<file path="config.mk">
export PLATFORM = sky130hd
export DESIGN_NAME = vic_ctrl
export DESIGN_NICKNAME = d
export VERILOG_FILES = /design/src/rtl/vic_pkg.sv /design/src/rtl/vic_sense.sv /design/src/rtl/vic_arb.sv /design/src/rtl/vic_cfg.sv /design/src/rtl/vic_ctrl.sv
export SDC_FILE = /design/constraint.sdc
export NUM_CORES = 1
export LEC_CHECK = 0
export BUFFER_PORTS_ARGS = -buffer_cell sky130_fd_sc_hd__buf_4
export CAP_MARGIN = 20
export CORE_MARGIN = 2
export CORE_UTILIZATION = 48
export CTS_CLUSTER_DIAMETER = 80
export DETAILED_ROUTE_END_ITERATION = 6
export PLACE_DENSITY = 0.83
export SYNTH_ARGS = -nofsm -noshare
export SYNTH_HDL_FRONTEND = slang
export SYNTH_SLANG_ARGS = --single-unit
</file>
<file path="constraint.sdc">
create_clock -name clk -period 3.5 [get_ports clk]
set_clock_uncertainty 0.15 [all_clocks]
set_input_delay 0.525 -clock clk [delete_from_list [all_inputs] [get_ports clk]]
set_output_delay 0.525 -clock clk [all_outputs]
set_load 0.02 [all_outputs]
</file>
<file path="src/rtl/vic_pkg.sv">
package vic_pkg;
    localparam int NSRC   = 5;
    localparam int SRC_W  = $clog2(NSRC);
    localparam int VEC_W  = 16;
    localparam int BYTE_W = 8;
    localparam int NMASK  = 3;

    typedef enum logic [SRC_W-1:0] {
        SRC_NMI  = 3'd0,
        SRC_EDGE = 3'd1,
        SRC_LHI  = 3'd2,
        SRC_LLO  = 3'd3,
        SRC_EXT  = 3'd4
    } src_e;

    typedef enum logic [1:0] {
        CMD_EN   = 2'd0,
        CMD_DIS  = 2'd1,
        CMD_MASK = 2'd2,
        CMD_READ = 2'd3
    } cmd_e;

    typedef enum logic {
        ST_IDLE    = 1'b0,
        ST_WAIT_OP = 1'b1
    } st_e;

    typedef struct packed {
        logic             zero;
        logic             pend_edge;
        logic             lvl_hi;
        logic             lvl_lo;
        logic             ie;
        logic [NMASK-1:0] mask;
    } status_t;

    localparam logic [VEC_W-1:0] VEC_NMI  = 16'h0024;
    localparam logic [VEC_W-1:0] VEC_EDGE = 16'h003C;
    localparam logic [VEC_W-1:0] VEC_LHI  = 16'h0034;
    localparam logic [VEC_W-1:0] VEC_LLO  = 16'h002C;

    function automatic logic [VEC_W-1:0] fixed_vector(input src_e s);
        case (s)
            SRC_NMI:  return VEC_NMI;
            SRC_EDGE: return VEC_EDGE;
            SRC_LHI:  return VEC_LHI;
            SRC_LLO:  return VEC_LLO;
            default:  return '0;
        endcase
    endfunction

    function automatic logic restart_ok(input logic [BYTE_W-1:0] b);
        return (b[7:6] == 2'b11) && (b[2:0] == 3'b111);
    endfunction

    function automatic logic [VEC_W-1:0] restart_vector(input logic [BYTE_W-1:0] b);
        return {{(VEC_W-6){1'b0}}, b[5:3], 3'b000};
    endfunction
endpackage

</file>
<file path="src/rtl/vic_sense.sv">
module vic_sense
    import vic_pkg::*;
(
    input  logic clk,
    input  logic rst,
    input  logic nmi_in,
    input  logic edge_in,
    input  logic take_nmi,
    input  logic take_edge,
    input  logic clr_edge,
    output logic nmi_live,
    output logic edge_live,
    output logic edge_pend
);
    logic nmi_prev, nmi_armed, edge_prev;
    logic nmi_rise, edge_rise;

    assign nmi_rise  = nmi_in & ~nmi_prev;
    assign edge_rise = edge_in & ~edge_prev;

    // armed survives only while the input stays high after its rise
    assign nmi_live  = nmi_in & (nmi_armed | nmi_rise);
    assign edge_live = edge_pend | edge_rise;

    always_ff @(posedge clk) begin
        if (rst) begin
            nmi_prev  <= 1'b0;
            nmi_armed <= 1'b0;
            edge_prev <= 1'b0;
            edge_pend <= 1'b0;
        end else begin
            nmi_prev  <= nmi_in;
            edge_prev <= edge_in;
            nmi_armed <= nmi_live & ~take_nmi;
            edge_pend <= edge_live & ~take_edge & ~clr_edge;
        end
    end

    p_nmi_rearm_r4: assert property (@(posedge clk) disable iff (rst)
        take_nmi |=> !nmi_live);

    p_pend_from_edge_r5: assert property (@(posedge clk) disable iff (rst)
        $rose(edge_pend) |-> $past(edge_in));
endmodule

</file>
<file path="src/rtl/vic_arb.sv">
module vic_arb #(
    parameter int N   = 5,
    parameter int IDX = (N > 1) ? $clog2(N) : 1
) (
    input  logic [N-1:0]   req,
    output logic [N-1:0]   grant,
    output logic           any,
    output logic [IDX-1:0] idx
);
    // index 0 is the highest priority
    genvar gi;
    generate
        for (gi = 0; gi < N; gi++) begin : g_pri
            if (gi == 0) begin : g_top
                assign grant[gi] = req[gi];
            end else begin : g_rest
                assign grant[gi] = req[gi] & ~(|req[gi-1:0]);
            end
        end
    endgenerate

    assign any = |req;

    always_comb begin
        idx = '0;
        for (int i = 0; i < N; i++) begin
            if (grant[i]) idx = IDX'(i);
        end
    end
endmodule

</file>
<file path="src/rtl/vic_cfg.sv">
module vic_cfg
    import vic_pkg::*;
(
    input  logic              clk,
    input  logic              rst,
    input  logic              cmd_valid,
    input  logic [1:0]        cmd_op,
    input  logic [4:0]        wdata,
    input  logic              accept,
    input  logic              lvl_hi,
    input  logic              lvl_lo,
    input  logic              pend_edge,
    output logic              ie,
    output logic [NMASK-1:0]  mask,
    output logic              clr_edge,
    output logic              stat_valid,
    output logic [BYTE_W-1:0] stat_data
);
    cmd_e    op;
    status_t snap;

    assign op       = cmd_e'(cmd_op);
    assign clr_edge = cmd_valid && (op == CMD_MASK) && wdata[4];

    always_comb begin
        snap.zero      = 1'b0;
        snap.pend_edge = pend_edge;
        snap.lvl_hi    = lvl_hi;
        snap.lvl_lo    = lvl_lo;
        snap.ie        = ie;
        snap.mask      = mask;
    end

    always_ff @(posedge clk) begin
        if (rst) begin
            ie         <= 1'b0;
            mask       <= '1;
            stat_valid <= 1'b0;
            stat_data  <= '0;
        end else begin
            stat_valid <= 1'b0;
            if (accept) begin
                ie <= 1'b0;
            end else if (cmd_valid && op == CMD_EN) begin
                ie <= 1'b1;
            end else if (cmd_valid && op == CMD_DIS) begin
                ie <= 1'b0;
            end
            if (cmd_valid && op == CMD_MASK && wdata[3]) begin
                mask <= wdata[NMASK-1:0];
            end
            if (cmd_valid && op == CMD_READ) begin
                stat_valid <= 1'b1;
                stat_data  <= snap;
            end
        end
    end

    p_disable_r7: assert property (@(posedge clk) disable iff (rst)
        (cmd_valid && op == CMD_DIS) |=> !ie);

    p_mask_guard_r8: assert property (@(posedge clk) disable iff (rst)
        (cmd_valid && op == CMD_MASK && !wdata[3]) |=> $stable(mask));

    p_stat_pulse_r9: assert property (@(posedge clk) disable iff (rst)
        stat_valid |-> $past(cmd_valid && op == CMD_READ));
endmodule

</file>
<file path="src/rtl/vic_ctrl.sv">
module vic_ctrl
    import vic_pkg::*;
(
    input  logic              clk,
    input  logic              rst,
    input  logic              nmi_req,
    input  logic              edge_req,
    input  logic              lvl_hi_req,
    input  logic              lvl_lo_req,
    input  logic              ext_req,
    input  logic              insn_bnd,
    input  logic              cmd_valid,
    input  logic [1:0]        cmd_op,
    input  logic [BYTE_W-1:0] cmd_wdata,
    output logic              stat_valid,
    output logic [BYTE_W-1:0] stat_data,
    output logic              svc_valid,
    output logic [VEC_W-1:0]  svc_vector,
    output logic              ack_out,
    input  logic              bus_valid,
    input  logic [BYTE_W-1:0] bus_data,
    output logic              op_err
);
    st_e              state;
    logic             ie, clr_edge;
    logic [NMASK-1:0] mask;
    logic             nmi_live, edge_live, edge_pend;
    logic [NSRC-1:0]  elig, grant;
    logic             any;
    logic [SRC_W-1:0] win;
    src_e             win_src;
    logic             take, take_nmi, take_edge;
    logic             unused_cmd_bits;

    assign unused_cmd_bits = ^cmd_wdata[BYTE_W-1:5];

    vic_sense u_sense (
        .clk       (clk),
        .rst       (rst),
        .nmi_in    (nmi_req),
        .edge_in   (edge_req),
        .take_nmi  (take_nmi),
        .take_edge (take_edge),
        .clr_edge  (clr_edge),
        .nmi_live  (nmi_live),
        .edge_live (edge_live),
        .edge_pend (edge_pend)
    );

    always_comb begin
        elig           = '0;
        elig[SRC_NMI]  = nmi_live;
        elig[SRC_EDGE] = ie & ~mask[2] & edge_live;
        elig[SRC_LHI]  = ie & ~mask[1] & lvl_hi_req;
        elig[SRC_LLO]  = ie & ~mask[0] & lvl_lo_req;
        elig[SRC_EXT]  = ie & ext_req;
    end

    vic_arb #(.N(NSRC), .IDX(SRC_W)) u_arb (
        .req   (elig),
        .grant (grant),
        .any   (any),
        .idx   (win)
    );

    assign win_src   = src_e'(win);
    assign take      = insn_bnd && (state == ST_IDLE) && any;
    assign take_nmi  = take && (win_src == SRC_NMI);
    assign take_edge = take && (win_src == SRC_EDGE);
    assign ack_out   = (state == ST_WAIT_OP);

    vic_cfg u_cfg (
        .clk        (clk),
        .rst        (rst),
        .cmd_valid  (cmd_valid),
        .cmd_op     (cmd_op),
        .wdata      (cmd_wdata[4:0]),
        .accept     (take),
        .lvl_hi     (lvl_hi_req),
        .lvl_lo     (lvl_lo_req),
        .pend_edge  (edge_pend),
        .ie         (ie),
        .mask       (mask),
        .clr_edge   (clr_edge),
        .stat_valid (stat_valid),
        .stat_data  (stat_data)
    );

    always_ff @(posedge clk) begin
        if (rst) begin
            state      <= ST_IDLE;
            svc_valid  <= 1'b0;
            svc_vector <= '0;
            op_err     <= 1'b0;
        end else begin
            svc_valid <= 1'b0;
            op_err    <= 1'b0;
            case (state)
                ST_IDLE: begin
                    if (take) begin
                        if (win_src == SRC_EXT) begin
                            state <= ST_WAIT_OP;
                        end else begin
                            svc_valid  <= 1'b1;
                            svc_vector <= fixed_vector(win_src);
                        end
                    end
                end
                ST_WAIT_OP: begin
                    if (bus_valid) begin
                        state <= ST_IDLE;
                        if (restart_ok(bus_data)) begin
                            svc_valid  <= 1'b1;
                            svc_vector <= restart_vector(bus_data);
                        end else begin
                            op_err <= 1'b1;
                        end
                    end
                end
                default: state <= ST_IDLE;
            endcase
        end
    end

    p_one_winner_r2: assert property (@(posedge clk) disable iff (rst)
        $onehot0(grant));

    p_nmi_served_r4: assert property (@(posedge clk) disable iff (rst)
        (insn_bnd && !ack_out && nmi_live) |=> (svc_valid && svc_vector == VEC_NMI));

    p_accept_clears_ie_r10: assert property (@(posedge clk) disable iff (rst)
        take |=> !ie);

    p_ack_held_r11: assert property (@(posedge clk) disable iff (rst)
        (ack_out && !bus_valid) |=> ack_out);

    p_err_excl_r12: assert property (@(posedge clk) disable iff (rst)
        op_err |-> (!svc_valid && !ack_out));
endmodule

</file>
==> flow_summary.rst <==
.. list-table::
   :header-rows: 1

   * - Metric
     - Value
   * - Largest buffer count on any clock path
     - 2
   * - Most frequent standard cell in the layout excluding fill and tap cells
     - sky130_fd_sc_hd__buf_4
   * - Worst-path maximum fanout
     - 10
   * - Final weighted congestion of routability-driven global placement
     - 0.769
   * - WHS
     - 0.252 ns
   * - Outcome
     - finished, final reports clean
   * - Die Y-Extent
     - 53.1 um
   * - Standard-cell row count
     - 17
   * - Vias in the first global route
     - 836
   * - Critical path endpoint category
     - primary output
   * - Fraction of layout instances using a drive strength above 1
     - 35.6%
   * - Count of hold-fix buffers inserted at cts
     - 0
   * - Final worst slack
     - 1.76 ns
   * - Data required, critical path
     - 2.82 ns
   * - Placed Instance Area
     - 1400 sq um
   * - F_max
     - 0.575 GHz
   * - Antenna violations before repair
     - 0
   * - Wire length of the first global-routing pass
     - 3540 um
   * - Final hold vios
     - 0
   * - Clock Sink Count
     - 23
   * - P_leak
     - 0.678 nW
   * - Htree depth
     - 1
   * - Number of different library cells in the post-synthesis netlist
     - 38
   * - Overflow after GRT
     - 0
   * - DRT Wirelength
     - 2260 um
   * - Min cycle time layout
     - 1.74 ns
   * - Most frequent cells in the layout
     - sky130_fd_sc_hd__buf_4, sky130_fd_sc_hd__dfxtp_1, sky130_fd_sc_hd__nor2_1
   * - Number of flops mapped to enable cells by yosys
     - 0
   * - Dpl hpwl
     - 1770 um
   * - Arrival time worst endpoint
     - 1.06 ns
   * - Maxcap violations
     - 0
   * - Max rail drop VDD
     - 0.000202 V
   * - Clock-pin transition on the worst setup and hold timing paths
     - 0.13 ns
   * - Number of violations reported at the end of detailed-routing iteration 0
     - 7
   * - Async SR Flop Fraction
     - 0%
   * - Proportion of synthesized chip area in sequential cells
     - 39.8%
   * - Post-Syn Area per Cell
     - 9.26 sq um
   * - Average detailed-routed wire length per instance
     - 11.8 um
   * - Antenna-violating nets left
     - 0
   * - Count of inserted antenna diode cells
     - 0
   * - Number of design rule violations left after detail routing
     - 0
   * - TritonCTS clock tree
     - done
   * - Worst slack at placement
     - 1.64 ns
   * - Effective utilization at floorplan
     - 51.3%
   * - RSZ-0062 raised after global routing
     - no
   * - Class of the tightest hold or removal check
     - input pin to register
   * - Startpoint types
     - register
   * - Total clock buffers created by CTS
     - 3
   * - Synthesized instance count
     - 125
   * - Final cell area excluding filler cells
     - 1430 sq um
   * - Total track usage
     - 17.5%
   * - P&R area growth vs syn
     - 23.2%
   * - Total placed cells including tap cells
     - 187
   * - Syn. warnings
     - 0
   * - Sum of internal, switching and leakage power
     - 501 uW
   * - Power density over cell area
     - 351 nW/um^2
   * - Port Buffers
     - 39
   * - Delay contributed by the slowest stage of the critical path
     - 0.55 ns
   * - Placeable core region
     - 2250 sq um
   * - Critical-path cell with the highest stage delay
     - sky130_fd_sc_hd__dfxtp_1
   * - Flops & latches, synth
     - 23
   * - Layout Utilization
     - 63.3%
   * - Die width
     - 53.1 um
   * - Overall via count from detail_route
     - 942
   * - Cell area after technology mapping
     - 1160 sq um
   * - Final-report setup violation count
     - 0
   * - I/O pin total
     - 56
   * - Net count reported at finish
     - 192
   * - Primary flip-flop cell chosen by synthesis mapping
     - sky130_fd_sc_hd__dfxtp_1
   * - Detailed-router iteration count before antenna repair
     - 4
   * - Critical path, cell by cell
     - buf_4
   * - Number of pins with negative max-slew slack in the final report
     - 0
   * - Worst-skew pair later-pin latency
     - 0.30 ns
   * - Pin count of the biggest net entering global routing
     - 26
   * - Avg Vias per Cell
     - 4.93
   * - Critical path's top delay family
     - flip-flops
   * - Total negative setup slack
     - 0 ns
   * - Area of the die
     - 2820 sq um
   * - Root buffer cell
     - sky130_fd_sc_hd__clkbuf_4
   * - Sum of buffers and inverters on the critical path
     - 1
   * - Count of non-filler cells in the finished layout
     - 191
   * - Post-route fraction of the period consumed by the critical path
     - 49.7%
   * - Startpoint-to-endpoint class of the critical path
     - register to primary output
   * - Post_cts resized
     - 0
   * - Postcts setup bufs
     - 0
-- Yosys cell counts, drive strengths merged (2+ instances only) --
cell / instances / area, sq um
nand3: 7 / 35.0
buf: 16 / 128
o21ai: 3 / 15.0
nand2: 10 / 37.5
o21a: 3 / 23.8
a21oi: 4 / 31.3
o31ai: 3 / 36.3
inv: 4 / 15.0
nand3b: 3 / 22.5
mux2i: 6 / 60.1
nor2b: 7 / 61.3
nor3: 2 / 10.0
and2: 2 / 17.5
nor2: 15 / 58.8
dfxtp: 23 / 460
nand2b: 2 / 22.5
nand4b: 2 / 17.5
-- kinds of logic after synthesis --
kind of cell / after synthesis / share of synthesized area, %
multiplexers: 6 / 5.19
AND/OR/NAND/NOR: 50 / 24.4
buffers and inverters: 22 / 13.1
other: 1 / 0.324
AO/OA/AOI/OAI: 23 / 17.2
flip-flops: 23 / 39.8
-- state kept, by name, summed over array words and instances, names as in the netlist --
name and flops:
u_sense.edge_prev 1, u_sense.nmi_armed 1, u_sense.edge_pend 1, u_cfg.stat_data 7, svc_valid 1, u_cfg.stat_valid 1, u_cfg.mask 3, op_err 1
u_cfg.ie 1, svc_vector 4, u_sense.nmi_prev 1, ack_out 1
-- metal layers --
metal | vias up | track usage (%) | routed length [um]
met3 | 2 | 2.54 | 137
met5 | - | 0 | 0
li1 | 484 | - | -
met4 | 0 | 8.97 | 34
met2 | 36 | 31.0 | 1150
met1 | 420 | 20.3 | 939
-- power breakdown --
part | internal [mW] | leakage (nW) | switching [mW]
sequential | 0.273 | 0.188 | 0.00754
combinational | 0.0457 | 0.472 | 0.0544
clock | 0.0426 | 0.0177 | 0.0780
-- worst paths after layout --
| check | start | end | slack (ns) | depth (start not counted) |
|---|---|---|---|---|
| worst max-delay path | ack_out | ack_out | 1.76 | 1 |
| worst min-delay path | cmd_op[0] | u_cfg.ie | 0.25 | 2 |
| worst max register to register | u_cfg.ie | svc_vector[3] | 1.88 | 5 |
| worst min register to register | svc_vector[2] | svc_vector[2] | 0.32 | 2 |
-- cell type report --
class / count / area, sq um
timing repair buffer: 39 / 293
clock inverter: 1 / 5.00
inverter: 5 / 20.0
fill: 203 / 828
multi-input combinational: 92 / 591
clock buffer: 3 / 22.5
tap: 28 / 35.0
sequential: 23 / 460
No activity file was read; power rests on OpenSTA's default activity.
